**src/rtl/i2c_ldr_pkg.sv**
```systemverilog
package i2c_ldr_pkg;

    typedef enum logic [2:0] {
        BUS_IDLE,
        BUS_ADDR,
        BUS_ADDR_ACK,
        BUS_DATA,
        BUS_DATA_ACK,
        BUS_IGNORE
    } bus_state_e;

    typedef enum logic {
        CM_READY,
        CM_COMPUTE
    } commit_state_e;

    localparam int MAP_BYTES  = 5;
    localparam int CTRL_BASE  = 2;
    localparam int CTRL_BYTES = MAP_BYTES - CTRL_BASE;

endpackage

```
**src/rtl/i2c_ldr_edges.sv**
```systemverilog
module i2c_ldr_edges (
    input  logic clk,
    input  logic rst_n,
    input  logic scl_i,
    input  logic sda_i,
    output logic scl_rise_o,
    output logic scl_fall_o,
    output logic start_o,
    output logic stop_o
);
    logic scl_q;
    logic sda_q;

    always_ff @(posedge clk or negedge rst_n) begin
        if (!rst_n) begin
            scl_q <= 1'b1;
            sda_q <= 1'b1;
        end else begin
            scl_q <= scl_i;
            sda_q <= sda_i;
        end
    end

    always_comb begin
        scl_rise_o = scl_i & ~scl_q;
        scl_fall_o = ~scl_i & scl_q;
        start_o    = scl_i & scl_q & sda_q & ~sda_i;
        stop_o     = scl_i & scl_q & ~sda_q & sda_i;
    end

endmodule

```
**src/rtl/i2c_ldr_byte_fsm.sv**
```systemverilog
module i2c_ldr_byte_fsm
    import i2c_ldr_pkg::*;
#(
    parameter int         BASE_W    = 5,
    parameter logic [4:0] ADDR_BASE = 5'b11000
) (
    input  logic       clk,
    input  logic       rst_n,
    input  logic       scl_i,
    input  logic       sda_i,
    input  logic [1:0] addr_sel_i,
    input  logic       scl_rise_i,
    input  logic       scl_fall_i,
    input  logic       start_i,
    input  logic       stop_i,
    output logic       byte_stb_o,
    output logic [7:0] byte_data_o,
    output logic       sda_pull_o
);
    localparam int CNT_W = 4;

    bus_state_e        state_q, state_d;
    logic [CNT_W-1:0]  bitcnt_q, bitcnt_d;
    logic [7:0]        shreg_q, shreg_d;
    logic              stb_d;
    logic              addr_hit;

    assign addr_hit = (shreg_q[7:1] == {ADDR_BASE[BASE_W-1:0], addr_sel_i}) && !shreg_q[0];

    // state register and next-state logic
    always_comb begin
        state_d  = state_q;
        bitcnt_d = bitcnt_q;
        shreg_d  = shreg_q;
        stb_d    = 1'b0;
        if (start_i) begin
            state_d  = BUS_ADDR;
            bitcnt_d = '0;
        end else if (stop_i) begin
            state_d = BUS_IDLE;
        end else begin
            unique case (state_q)
                BUS_IDLE, BUS_IGNORE: begin
                end
                BUS_ADDR: begin
                    if (scl_rise_i) begin
                        shreg_d  = {shreg_q[6:0], sda_i};
                        bitcnt_d = bitcnt_q + CNT_W'(1);
                    end else if (scl_fall_i && bitcnt_q == CNT_W'(8)) begin
                        state_d = addr_hit ? BUS_ADDR_ACK : BUS_IGNORE;
                    end
                end
                BUS_ADDR_ACK, BUS_DATA_ACK: begin
                    if (scl_fall_i) begin
                        state_d  = BUS_DATA;
                        bitcnt_d = '0;
                    end
                end
                BUS_DATA: begin
                    if (scl_rise_i) begin
                        shreg_d  = {shreg_q[6:0], sda_i};
                        bitcnt_d = bitcnt_q + CNT_W'(1);
                    end else if (scl_fall_i && bitcnt_q == CNT_W'(8)) begin
                        stb_d   = 1'b1;
                        state_d = BUS_DATA_ACK;
                    end
                end
                default: state_d = BUS_IDLE;
            endcase
        end
    end

    always_ff @(posedge clk or negedge rst_n) begin
        if (!rst_n) begin
            state_q  <= BUS_IDLE;
            bitcnt_q <= '0;
            shreg_q  <= '0;
        end else begin
            state_q  <= state_d;
            bitcnt_q <= bitcnt_d;
            shreg_q  <= shreg_d;
        end
    end

    // output register
    always_ff @(posedge clk or negedge rst_n) begin
        if (!rst_n) begin
            sda_pull_o <= 1'b0;
            byte_stb_o <= 1'b0;
        end else begin
            sda_pull_o <= (state_d == BUS_ADDR_ACK) || (state_d == BUS_DATA_ACK);
            byte_stb_o <= stb_d;
        end
    end

    assign byte_data_o = shreg_q;


    ack_clk_low_chk: assert property (@(posedge clk) disable iff (!rst_n)
        $rose(sda_pull_o) |-> !scl_i);


    ignore_silent_chk: assert property (@(posedge clk) disable iff (!rst_n)
        (state_q == BUS_IGNORE) |-> !sda_pull_o);

endmodule

```
**src/rtl/i2c_ldr_reg_map.sv**
```systemverilog
module i2c_ldr_reg_map
    import i2c_ldr_pkg::*;
#(
    parameter int DIV_W   = 15,
    parameter int RATIO_W = 3
) (
    input  logic                      clk,
    input  logic                      rst_n,
    input  logic                      start_i,
    input  logic                      stop_i,
    input  logic                      byte_stb_i,
    input  logic [7:0]                byte_data_i,
    input  logic [RATIO_W-1:0]        ratio_cur_i,
    output logic [CTRL_BYTES*8-1:0]   ctrl_flat_o,
    output logic                      commit_req_o,
    output logic [DIV_W-1:0]          stg_div_o,
    output logic [RATIO_W-1:0]        stg_ratio_o
);
    localparam int PTR_W = $clog2(MAP_BYTES + 1);
    localparam int HI_W  = DIV_W - 8;

    logic [PTR_W-1:0]   ptr_q;
    logic [PTR_W-1:0]   idx;
    logic               first_q;
    logic               got_hi_q, got_lo_q;
    logic [HI_W-1:0]    hi_q;
    logic [7:0]         lo_q;
    logic [RATIO_W-1:0] stg_ratio_q;

    always_comb begin
        if (first_q)
            idx = byte_data_i[7] ? PTR_W'(CTRL_BASE) : '0;
        else
            idx = ptr_q;
    end

    always_ff @(posedge clk or negedge rst_n) begin
        if (!rst_n) begin
            ptr_q       <= '0;
            first_q     <= 1'b1;
            got_hi_q    <= 1'b0;
            got_lo_q    <= 1'b0;
            hi_q        <= '0;
            lo_q        <= '0;
            stg_ratio_q <= '0;
        end else if (start_i) begin
            ptr_q       <= '0;
            first_q     <= 1'b1;
            got_hi_q    <= 1'b0;
            got_lo_q    <= 1'b0;
            stg_ratio_q <= ratio_cur_i;
        end else if (byte_stb_i) begin
            first_q <= 1'b0;
            ptr_q   <= (idx >= PTR_W'(MAP_BYTES)) ? PTR_W'(MAP_BYTES) : idx + PTR_W'(1);
            if (idx == PTR_W'(0)) begin
                hi_q     <= byte_data_i[HI_W-1:0];
                got_hi_q <= 1'b1;
            end
            if (idx == PTR_W'(1)) begin
                lo_q     <= byte_data_i;
                got_lo_q <= 1'b1;
            end
            if (idx == PTR_W'(CTRL_BASE))
                stg_ratio_q <= byte_data_i[RATIO_W-1:0];
        end else if (stop_i) begin
            got_hi_q <= 1'b0;
            got_lo_q <= 1'b0;
        end
    end

    for (genvar k = 0; k < CTRL_BYTES; k++) begin : g_ctrl
        logic [7:0] ctrl_q;
        always_ff @(posedge clk or negedge rst_n) begin
            if (!rst_n)
                ctrl_q <= '0;
            else if (byte_stb_i && idx == PTR_W'(CTRL_BASE + k))
                ctrl_q <= byte_data_i;
        end
        assign ctrl_flat_o[k*8 +: 8] = ctrl_q;
    end

    assign commit_req_o = stop_i & got_hi_q & got_lo_q;
    assign stg_div_o    = {hi_q, lo_q};
    assign stg_ratio_o  = stg_ratio_q;


    ptr_range_chk: assert property (@(posedge clk) disable iff (!rst_n)
        ptr_q <= PTR_W'(MAP_BYTES));


    ctrl_on_byte_chk: assert property (@(posedge clk) disable iff (!rst_n)
        !$stable(ctrl_flat_o) |-> $past(byte_stb_i));

endmodule

```
**src/rtl/i2c_ldr_commit.sv**
```systemverilog
module i2c_ldr_commit
    import i2c_ldr_pkg::*;
#(
    parameter int DIV_W       = 15,
    parameter int RATIO_W     = 3,
    parameter int COMP_CYCLES = 10000
) (
    input  logic               clk,
    input  logic               rst_n,
    input  logic               commit_req_i,
    input  logic               start_i,
    input  logic [DIV_W-1:0]   stg_div_i,
    input  logic [RATIO_W-1:0] stg_ratio_i,
    output logic [DIV_W-1:0]   div_word_o,
    output logic [RATIO_W-1:0] ratio_o,
    output logic               div_load_o,
    output logic               div_abort_o,
    output logic               busy_o
);
    localparam int CNT_W = $clog2(COMP_CYCLES + 1);

    commit_state_e      state_q, state_d;
    logic [CNT_W-1:0]   cnt_q;
    logic [DIV_W-1:0]   div_prev_q;
    logic [RATIO_W-1:0] ratio_prev_q;
    logic               take, cancel;

    always_comb begin
        state_d = state_q;
        take    = 1'b0;
        cancel  = 1'b0;
        unique case (state_q)
            CM_READY: begin
                if (commit_req_i) begin
                    state_d = CM_COMPUTE;
                    take    = 1'b1;
                end
            end
            CM_COMPUTE: begin
                if (start_i) begin
                    state_d = CM_READY;
                    cancel  = 1'b1;
                end else if (cnt_q == CNT_W'(1)) begin
                    state_d = CM_READY;
                end
            end
        endcase
    end

    always_ff @(posedge clk or negedge rst_n) begin
        if (!rst_n) begin
            state_q <= CM_READY;
            cnt_q   <= '0;
        end else begin
            state_q <= state_d;
            if (take)
                cnt_q <= CNT_W'(COMP_CYCLES);
            else if (state_q == CM_COMPUTE)
                cnt_q <= cnt_q - CNT_W'(1);
        end
    end

    always_ff @(posedge clk or negedge rst_n) begin
        if (!rst_n) begin
            div_word_o   <= '0;
            ratio_o      <= '0;
            div_prev_q   <= '0;
            ratio_prev_q <= '0;
            div_load_o   <= 1'b0;
            div_abort_o  <= 1'b0;
        end else begin
            div_load_o  <= take;
            div_abort_o <= cancel;
            if (take) begin
                div_prev_q   <= div_word_o;
                ratio_prev_q <= ratio_o;
                div_word_o   <= stg_div_i;
                ratio_o      <= stg_ratio_i;
            end else if (cancel) begin
                div_word_o <= div_prev_q;
                ratio_o    <= ratio_prev_q;
            end
        end
    end

    assign busy_o = (state_q == CM_COMPUTE);


    div_change_chk: assert property (@(posedge clk) disable iff (!rst_n)
        !$stable(div_word_o) |-> (div_load_o || div_abort_o));


    abort_idle_chk: assert property (@(posedge clk) disable iff (!rst_n)
        div_abort_o |-> (!busy_o && $past(busy_o)));


    busy_len_chk: assert property (@(posedge clk) disable iff (!rst_n)
        ($fell(busy_o) && !$past(start_i)) |-> ($past(cnt_q) == CNT_W'(1)));


    load_busy_chk: assert property (@(posedge clk) disable iff (!rst_n)
        div_load_o |-> busy_o);

endmodule

```
**src/rtl/i2c_synth_loader.sv**
```systemverilog
module i2c_synth_loader
    import i2c_ldr_pkg::*;
#(
    parameter logic [4:0] ADDR_BASE   = 5'b11000,
    parameter int         COMP_CYCLES = 10000
) (
    input  logic        clk,
    input  logic        rst_n,
    input  logic        scl_i,
    input  logic        sda_i,
    input  logic [1:0]  addr_sel_i,
    output logic        sda_pull_o,
    output logic [14:0] div_word_o,
    output logic [2:0]  ratio_o,
    output logic [7:0]  ctrl0_o,
    output logic [7:0]  ctrl1_o,
    output logic [7:0]  ctrl2_o,
    output logic        div_load_o,
    output logic        div_abort_o,
    output logic        busy_o
);
    localparam int DIV_W   = 15;
    localparam int RATIO_W = 3;

    logic                    scl_rise, scl_fall, start_evt, stop_evt;
    logic                    byte_stb;
    logic [7:0]              byte_data;
    logic [CTRL_BYTES*8-1:0] ctrl_flat;
    logic                    commit_req;
    logic [DIV_W-1:0]        stg_div;
    logic [RATIO_W-1:0]      stg_ratio;

    i2c_ldr_edges u_edges (
        .clk        (clk),
        .rst_n      (rst_n),
        .scl_i      (scl_i),
        .sda_i      (sda_i),
        .scl_rise_o (scl_rise),
        .scl_fall_o (scl_fall),
        .start_o    (start_evt),
        .stop_o     (stop_evt)
    );

    i2c_ldr_byte_fsm #(
        .BASE_W    (5),
        .ADDR_BASE (ADDR_BASE)
    ) u_byte (
        .clk         (clk),
        .rst_n       (rst_n),
        .scl_i       (scl_i),
        .sda_i       (sda_i),
        .addr_sel_i  (addr_sel_i),
        .scl_rise_i  (scl_rise),
        .scl_fall_i  (scl_fall),
        .start_i     (start_evt),
        .stop_i      (stop_evt),
        .byte_stb_o  (byte_stb),
        .byte_data_o (byte_data),
        .sda_pull_o  (sda_pull_o)
    );

    i2c_ldr_reg_map #(
        .DIV_W   (DIV_W),
        .RATIO_W (RATIO_W)
    ) u_map (
        .clk          (clk),
        .rst_n        (rst_n),
        .start_i      (start_evt),
        .stop_i       (stop_evt),
        .byte_stb_i   (byte_stb),
        .byte_data_i  (byte_data),
        .ratio_cur_i  (ratio_o),
        .ctrl_flat_o  (ctrl_flat),
        .commit_req_o (commit_req),
        .stg_div_o    (stg_div),
        .stg_ratio_o  (stg_ratio)
    );

    i2c_ldr_commit #(
        .DIV_W       (DIV_W),
        .RATIO_W     (RATIO_W),
        .COMP_CYCLES (COMP_CYCLES)
    ) u_commit (
        .clk          (clk),
        .rst_n        (rst_n),
        .commit_req_i (commit_req),
        .start_i      (start_evt),
        .stg_div_i    (stg_div),
        .stg_ratio_i  (stg_ratio),
        .div_word_o   (div_word_o),
        .ratio_o      (ratio_o),
        .div_load_o   (div_load_o),
        .div_abort_o  (div_abort_o),
        .busy_o       (busy_o)
    );

    assign ctrl0_o = ctrl_flat[7:0];
    assign ctrl1_o = ctrl_flat[15:8];
    assign ctrl2_o = ctrl_flat[23:16];

endmodule

```
**config.mk**
```make
export PLATFORM = sky130hd
export DESIGN_NAME = i2c_synth_loader
export DESIGN_NICKNAME = d
export VERILOG_FILES = /design/src/rtl/i2c_ldr_pkg.sv /design/src/rtl/i2c_ldr_edges.sv /design/src/rtl/i2c_ldr_byte_fsm.sv /design/src/rtl/i2c_ldr_reg_map.sv /design/src/rtl/i2c_ldr_commit.sv /design/src/rtl/i2c_synth_loader.sv
export SDC_FILE = /design/constraint.sdc
export NUM_CORES = 1
export LEC_CHECK = 0
export ABC_AREA = 1
export BUFFER_PORTS_ARGS = -buffer_cell sky130_fd_sc_hd__buf_2
export CORE_ASPECT_RATIO = 2
export CORE_MARGIN = 2
export CORE_UTILIZATION = 54
export CTS_BUF_LIST = sky130_fd_sc_hd__clkbuf_16
export CTS_CLUSTER_DIAMETER = 30
export DETAILED_ROUTE_END_ITERATION = 10
export HOLD_SLACK_MARGIN = 0.08
export PLACE_DENSITY = 0.82
export SYNTH_ARGS = -nofsm -noshare
export SYNTH_HDL_FRONTEND = slang
export SYNTH_HIERARCHICAL = 1
export SYNTH_SLANG_ARGS = --single-unit
```
**constraint.sdc**
```tcl
create_clock -name clk -period 4.9 [get_ports clk]
set_clock_uncertainty 0.1 [all_clocks]
set_input_delay 0.98 -clock clk [delete_from_list [all_inputs] [get_ports clk]]
set_output_delay 0.98 -clock clk [all_outputs]
set_load 0.02 [all_outputs]
```
### Word-level counts from Yosys, hierarchy flattened

Cells that the tools add are included.

* register bits after elaboration: 120
* input bits: 6
* logic and storage cells: 138

* reduce and logical (&&, ||, !) cells: 25
* add/subtract/negate cells: 3
* order comparisons: 1
* bitwise operators: 16
* mux-type cells: 49
* equality and inequality tests: 19

Operators with widths (count)
* 3-bit 2-to-1 mux: 17
* 15-bit 2-to-1 mux: 2
* 14-bit 2-to-1 mux: 2
* 1-bit 2-to-1 mux: 20
* 4-bit 2-to-1 mux: 4
* 3-bit by 2-bit equality test with 1-bit output (second input constant): 5
* 14-bit by 1-bit equality test with 1-bit output (second input constant): 1
* 14-bit by 1-bit subtractor with 14-bit output (second input constant): 1
* 3-bit equality test (second input constant): 4
* 3-bit case mux with 4 select lines: 1
* 1-bit bitwise AND: 9
* 3-bit by 2-bit != test with 1-bit output (second input constant): 3
* 4-bit case mux with 2 select lines: 1
* 4-bit AND reduction: 2
* 2-bit nonzero test: 4
* 7-bit equality test: 1
* 1-bit NOT: 7
* 3-bit by 1-bit equality test with 1-bit output (second input constant): 2
* 3-bit logical NOT: 2
* 2-bit AND reduction: 3
* 3-bit AND reduction: 2
* 3-bit nonzero test: 2
* 2-bit OR reduction: 3
* 1-bit logical AND: 5
* other kinds (10): 10

### Logic depth before layout (Yosys ltp)

* depth after elaboration: 10
* gate-level depth with buffers: 11
* mapped depth without buffers: 11

### Modules after synthesis

The synthesis kept the hierarchy.

Modules (own cells, without submodules)
* i2c_ldr_commit: area each 2312.2 um2, instances 1, sequential area each 1326.3 um2, cells an instance 266
* i2c_ldr_reg_map: area each 2063.2 um2, instances 1, sequential area each 1202.4 um2, cells an instance 205
* i2c_ldr_byte_fsm: area each 1027.2 um2, instances 1, sequential area each 425.4 um2, cells an instance 137
* i2c_ldr_edges: area each 93.8 um2, instances 1, sequential area each 52.6 um2, cells an instance 13

### Worst setup path after synthesis

Ideal clock, no wire load.

* path kind: input port to flip-flop
* start: input port sda_i
* end: register u_byte.shreg_q[7] (netlist: u_byte/byte_data_o[7])
* buffers on the path: 0
* setup time: 125 ps
* stages on the path: 6
* required time: 4675 ps
* arrival time: 2264 ps
* path slack: 2411 ps
* path through: inv_1 > nand2_1 > nor2_1 > nor2_2 > nand3_4 > mux2_2

* cells in the longest elaborated chain, start to end: 4
* elaborated cells between the ends (all ways): 6
* those cells by class: bitwise: 5; reduce/logical: 1

RTL lines
* from (decl): RTL line i2c_synth_loader.sv:10 `input logic sda_i,`
* 1-bit NOT: RTL line i2c_ldr_edges.sv:27 `start_o = scl_i & scl_q & sda_q & ~sda_i;`
* 1-bit bitwise AND: RTL line i2c_ldr_edges.sv:27
* net start_evt: RTL line i2c_synth_loader.sv:25 `logic scl_rise, scl_fall, start_evt, stop_evt;`
* 1-bit NOT (no source line)
* 4-bit AND reduction (no source line)
* to (signal assigned): RTL line i2c_ldr_byte_fsm.sv:81 `shreg_q <= shreg_d;`
* to (decl): RTL line i2c_ldr_byte_fsm.sv:24 `logic [7:0] shreg_q, shreg_d;`

The timed path passes the listed nets, and every way through them passes these cells.
A chain may end at the register's enable or synchronous reset.

### Worst setup path in the final report

* start: input port sda_i
* end: register u_commit.div_word_o[10]

* elaborated cells between the ends (all ways): 11
* those cells by class: mux: 5; bitwise: 5; reduce/logical: 1

RTL lines
* 1-bit NOT: RTL line i2c_ldr_edges.sv:27
* 1-bit bitwise AND: RTL line i2c_ldr_edges.sv:27
* net start_evt: RTL line i2c_synth_loader.sv:25
* 1-bit 2-to-1 mux: RTL line i2c_ldr_commit.sv:40 `if (start_i) begin`
* 1-bit 2-to-1 mux: RTL line i2c_ldr_commit.sv:32 `unique case (state_q)`
* 2-bit nonzero test (no source line)
* to (signal assigned): RTL line i2c_ldr_commit.sv:77 `div_word_o <= stg_div_i;`
* to (signal assigned): RTL line i2c_ldr_commit.sv:80 `div_word_o <= div_prev_q;`
* to (decl): RTL line i2c_ldr_commit.sv:14 `output logic [DIV_W-1:0] div_word_o,`

The timed path passes the listed nets, and every way through them passes these cells.

==> flow_metrics.tcl <==
set metrics [dict create \
    synthToLayoutAreaGrowth_pct 17.05 \
    post_cts_resize_count 0 \
    synth.area.top_cells "sky130_fd_sc_hd__dfrtp_1 53%, sky130_fd_sc_hd__nand2_1 14%, sky130_fd_sc_hd__nor2_1 4.4%" \
    worst-r2r-cell-count 6 \
    ys_ff_latch 120 \
    final_design_area_no_fill_mm2 0.006434 \
    pin_count_of_the_biggest_net_entering_global_routing 86 \
    timing.final.crit_share 0.5366 \
    r2r_setup_slack_ns 2.42 \
    relSlewSlack 0.3058 \
    worst-setup-path-type "input port to flop" \
    critical_path.reg2reg.endpoint "u_commit/div_word_o[10]" \
    worst-endpoint-required_ns 5.13 \
    final_layout_size_suffix_gt1_frac 0.1986 \
    cts.htree.levels 4 \
    area_of_the_die_mm2 0.01105 \
    post_synth.cell_area_avg_um2 8.851 \
    synth_largest_area_cell "sky130_fd_sc_hd__dfrtp_1" \
    timing.max_cap.violations 0 \
    place.port_buffers 51 \
    firstDrtPassIters 5 \
    critical_path.endpoint_type "flop" \
    dr.first_iter.drc_count 349 \
    gpl.final_weighted_congestion 0.8794 \
    drc_errors 0 \
    grt_first_pass_wirelength_mm 20.94 \
    most-common-layout-cells "199 x sky130_fd_sc_hd__nand2_1, 117 x sky130_fd_sc_hd__dfrtp_1, 65 x sky130_fd_sc_hd__nor2_1" \
    path_max_fanout 36 \
    transition_time_at_the_pin_with_the_least_slew_margin_ns 1.041 \
    die_h_um 146.7 \
    pd_cells_mw_per_mm2 424.2 \
    grt-ovfl-total 0 \
    pre_cts_ws_ns 1.840 \
    cts-buffers-inserted 17 \
    drt.antenna.violating_nets 0 \
    final_common_cell "sky130_fd_sc_hd__nand2_1" \
    outcome "complete, no violations" \
    setup_repair_after_global_routing_missed_its_margin "no" \
    finalWorstSetupSlack_ns 2.271 \
    syn-cell-area_mm2 0.005497 \
    vias_in_the_first_global_route 4507 \
    cts_setup_buffers 0 \
    clkLatencyLatePin_ns 0.42 \
    clk_pin_slew_ns 0.06 \
    worst_hold_slack_ns 0.3813 \
    avgRoutedWirePerCell_um 15.15 \
    chipWidth_um 75.34 \
    ctsHoldBuffers 0 \
    reg2reg_start "u_edges/scl_q" \
    floorplan.initialDensity 0.5486 \
    postPlaceCellArea_mm2 0.005794 \
    synthesis.nets 636 \
    finalCriticalPeriod_ns 2.629 \
    totalPowerFinal_mw 2.729 \
    cp.arrival_ns 2.86 \
    antenna_diode_instance_count 0 \
    floorplan.rows 52 \
    vias_per_cell 5.429 \
    worst_setup_path_endpoint "u_commit/div_word_o[10]" \
    yosysTopAreaCellShare 0.5327 \
    total_leakage_power_nw 3.369 \
    nNetsFinal 692 \
    core_region_area_mm2 0.01002 \
    clockBufferDepth 2 \
    worstSetupStartpoint "sda_i" \
    cts-root-buf "sky130_fd_sc_hd__clkbuf_16" \
    holdCritPathClass "flop to flop" \
    numClockSinks 120 \
    maximum_frequency_from_static_timing_analysis_mhz 380.3 \
    start_kind "input port" \
    grt_usage 0.2489 \
    yosysWarnings 6 \
    ys_seq_area_frac 0.5470 \
    setup-tns-final_ns 0 \
    number_of_setup_violations_in_the_final_report 0 \
    hp-start "u_commit/div_prev_q[13]" \
    dp_hpwl_mm 8.277 \
    hold_viol_final 0 \
    clock_tree_from_tritoncts "built" \
    grt_antenna_before_repair 0 \
    num_io_pins 52 \
    finalWirelength_mm 12.50 \
    dr_total_vias 4479 \
    netlist_cell_types 39 \
    post_synth_inst_count 621 \
    timing_max_transition_violations_final 0 \
    max-vdd-ir-drop_mv 0.4097 \
]
where the power goes:
part	internal (mW)	total, mW	switching, mW
clock network	0.863	1.34	0.473
registers	1.04	1.10	0.0585
logic	0.0740	0.297	0.223
total	1.97	2.73	0.755
flip-flops by register name, indices dropped and copies added, names as in the netlist, 4 cells and up:
signal	count
u_commit/cnt_q	14
u_commit/div_prev_q	15
u_byte/byte_data_o	8
u_commit/div_word_o	15
u_byte/bitcnt_q	4
u_map/g_ctrl.ctrl_q	24
u_map/lo_q	8
u_map/hi_q	7
how the worst min path moves through the flow:
stage                                         end  depth (start not counted)
after floorplan                    u_map/got_hi_q                          2
after global placement     u_commit/div_prev_q[1]                          2
after detailed placement   u_commit/div_prev_q[1]                          2
after CTS                  u_commit/div_prev_q[1]                          2
after global routing                u_map/hi_q[0]                          2
final                     u_commit/div_prev_q[13]                          2
routing by layer:
layer | global-route usage | share of wire | up-vias
met5 | 0 | 0 | -
met3 | 0.06556 | 0.045 | 57
li1 | - | - | 2100
met2 | 0.4000 | 0.53 | 156
met1 | 0.2894 | 0.38 | 2166
met4 | 0.1447 | 0.048 | 0
metrics by stage:
stage | instances | util
after floorplan | 621 | -
after global placement | 793 | 0.5783
after detailed placement | 793 | 0.5783
after CTS | 825 | 0.6421
after global routing | 825 | 0.6421
final | 825 | 0.6421
critical path: stages:
cell and delay (ns):
sky130_fd_sc_hd__buf_2 0.12, sky130_fd_sc_hd__inv_1 0.05, sky130_fd_sc_hd__nand2_1 0.04, sky130_fd_sc_hd__nor2_1 0.76, sky130_fd_sc_hd__nand2_1 0.25, sky130_fd_sc_hd__nand2_4 0.36
sky130_fd_sc_hd__nor2_1 0.11, sky130_fd_sc_hd__a31oi_1 0.18
cells by family (layout without fill, tap and decap cells):
| kind of cell | after synthesis | after routing | share of synthesized area |
|---|---|---|---|
| muxes | 1 | 1 | 0.002049 |
| AOI/OAI and AO/OA | 87 | 87 | 0.09720 |
| and+or+nand+nor | 328 | 328 | 0.2650 |
| xor gates and xnor gates | 1 | 1 | 0.001594 |
| adders and majority gates | 9 | 9 | 0.02049 |
| DFF | 120 | 120 | 0.5470 |
| buffers and inverters | 75 | 144 | 0.06670 |
cell type report:
| class | instances | area (µm²) |
|---|---|---|
| sequential | 120 | 3007 |
| clock inverter | 15 | 214.0 |
| inverter | 60 | 230.2 |
| multi-input combinational | 426 | 2123 |
| fill | 813 | 3586 |
| clock buffer | 17 | 425.4 |
| tap | 135 | 168.9 |
| timing repair buffer | 52 | 265.3 |
Yosys cell counts, drive strengths merged:
| master | count |
|---|---|
| a21boi | 1 |
| a21oi | 5 |
| a31oi | 18 |
| and2 | 1 |
| and3 | 2 |
| buf | 14 |
| clkbuf | 1 |
| dfrtp | 117 |
| dfstp | 3 |
| ha | 9 |
| inv | 60 |
| mux2 | 1 |
| nand2 | 208 |
| nand3 | 36 |
| nand3b | 2 |
| nand4 | 1 |
| nor2 | 72 |
| nor3 | 2 |
| nor4 | 1 |
| o211ai | 1 |
| o21ai | 59 |
| o21bai | 2 |
| o22ai | 1 |
| or2 | 3 |
| xor2 | 1 |
Power figures use the tool's default switching activity.
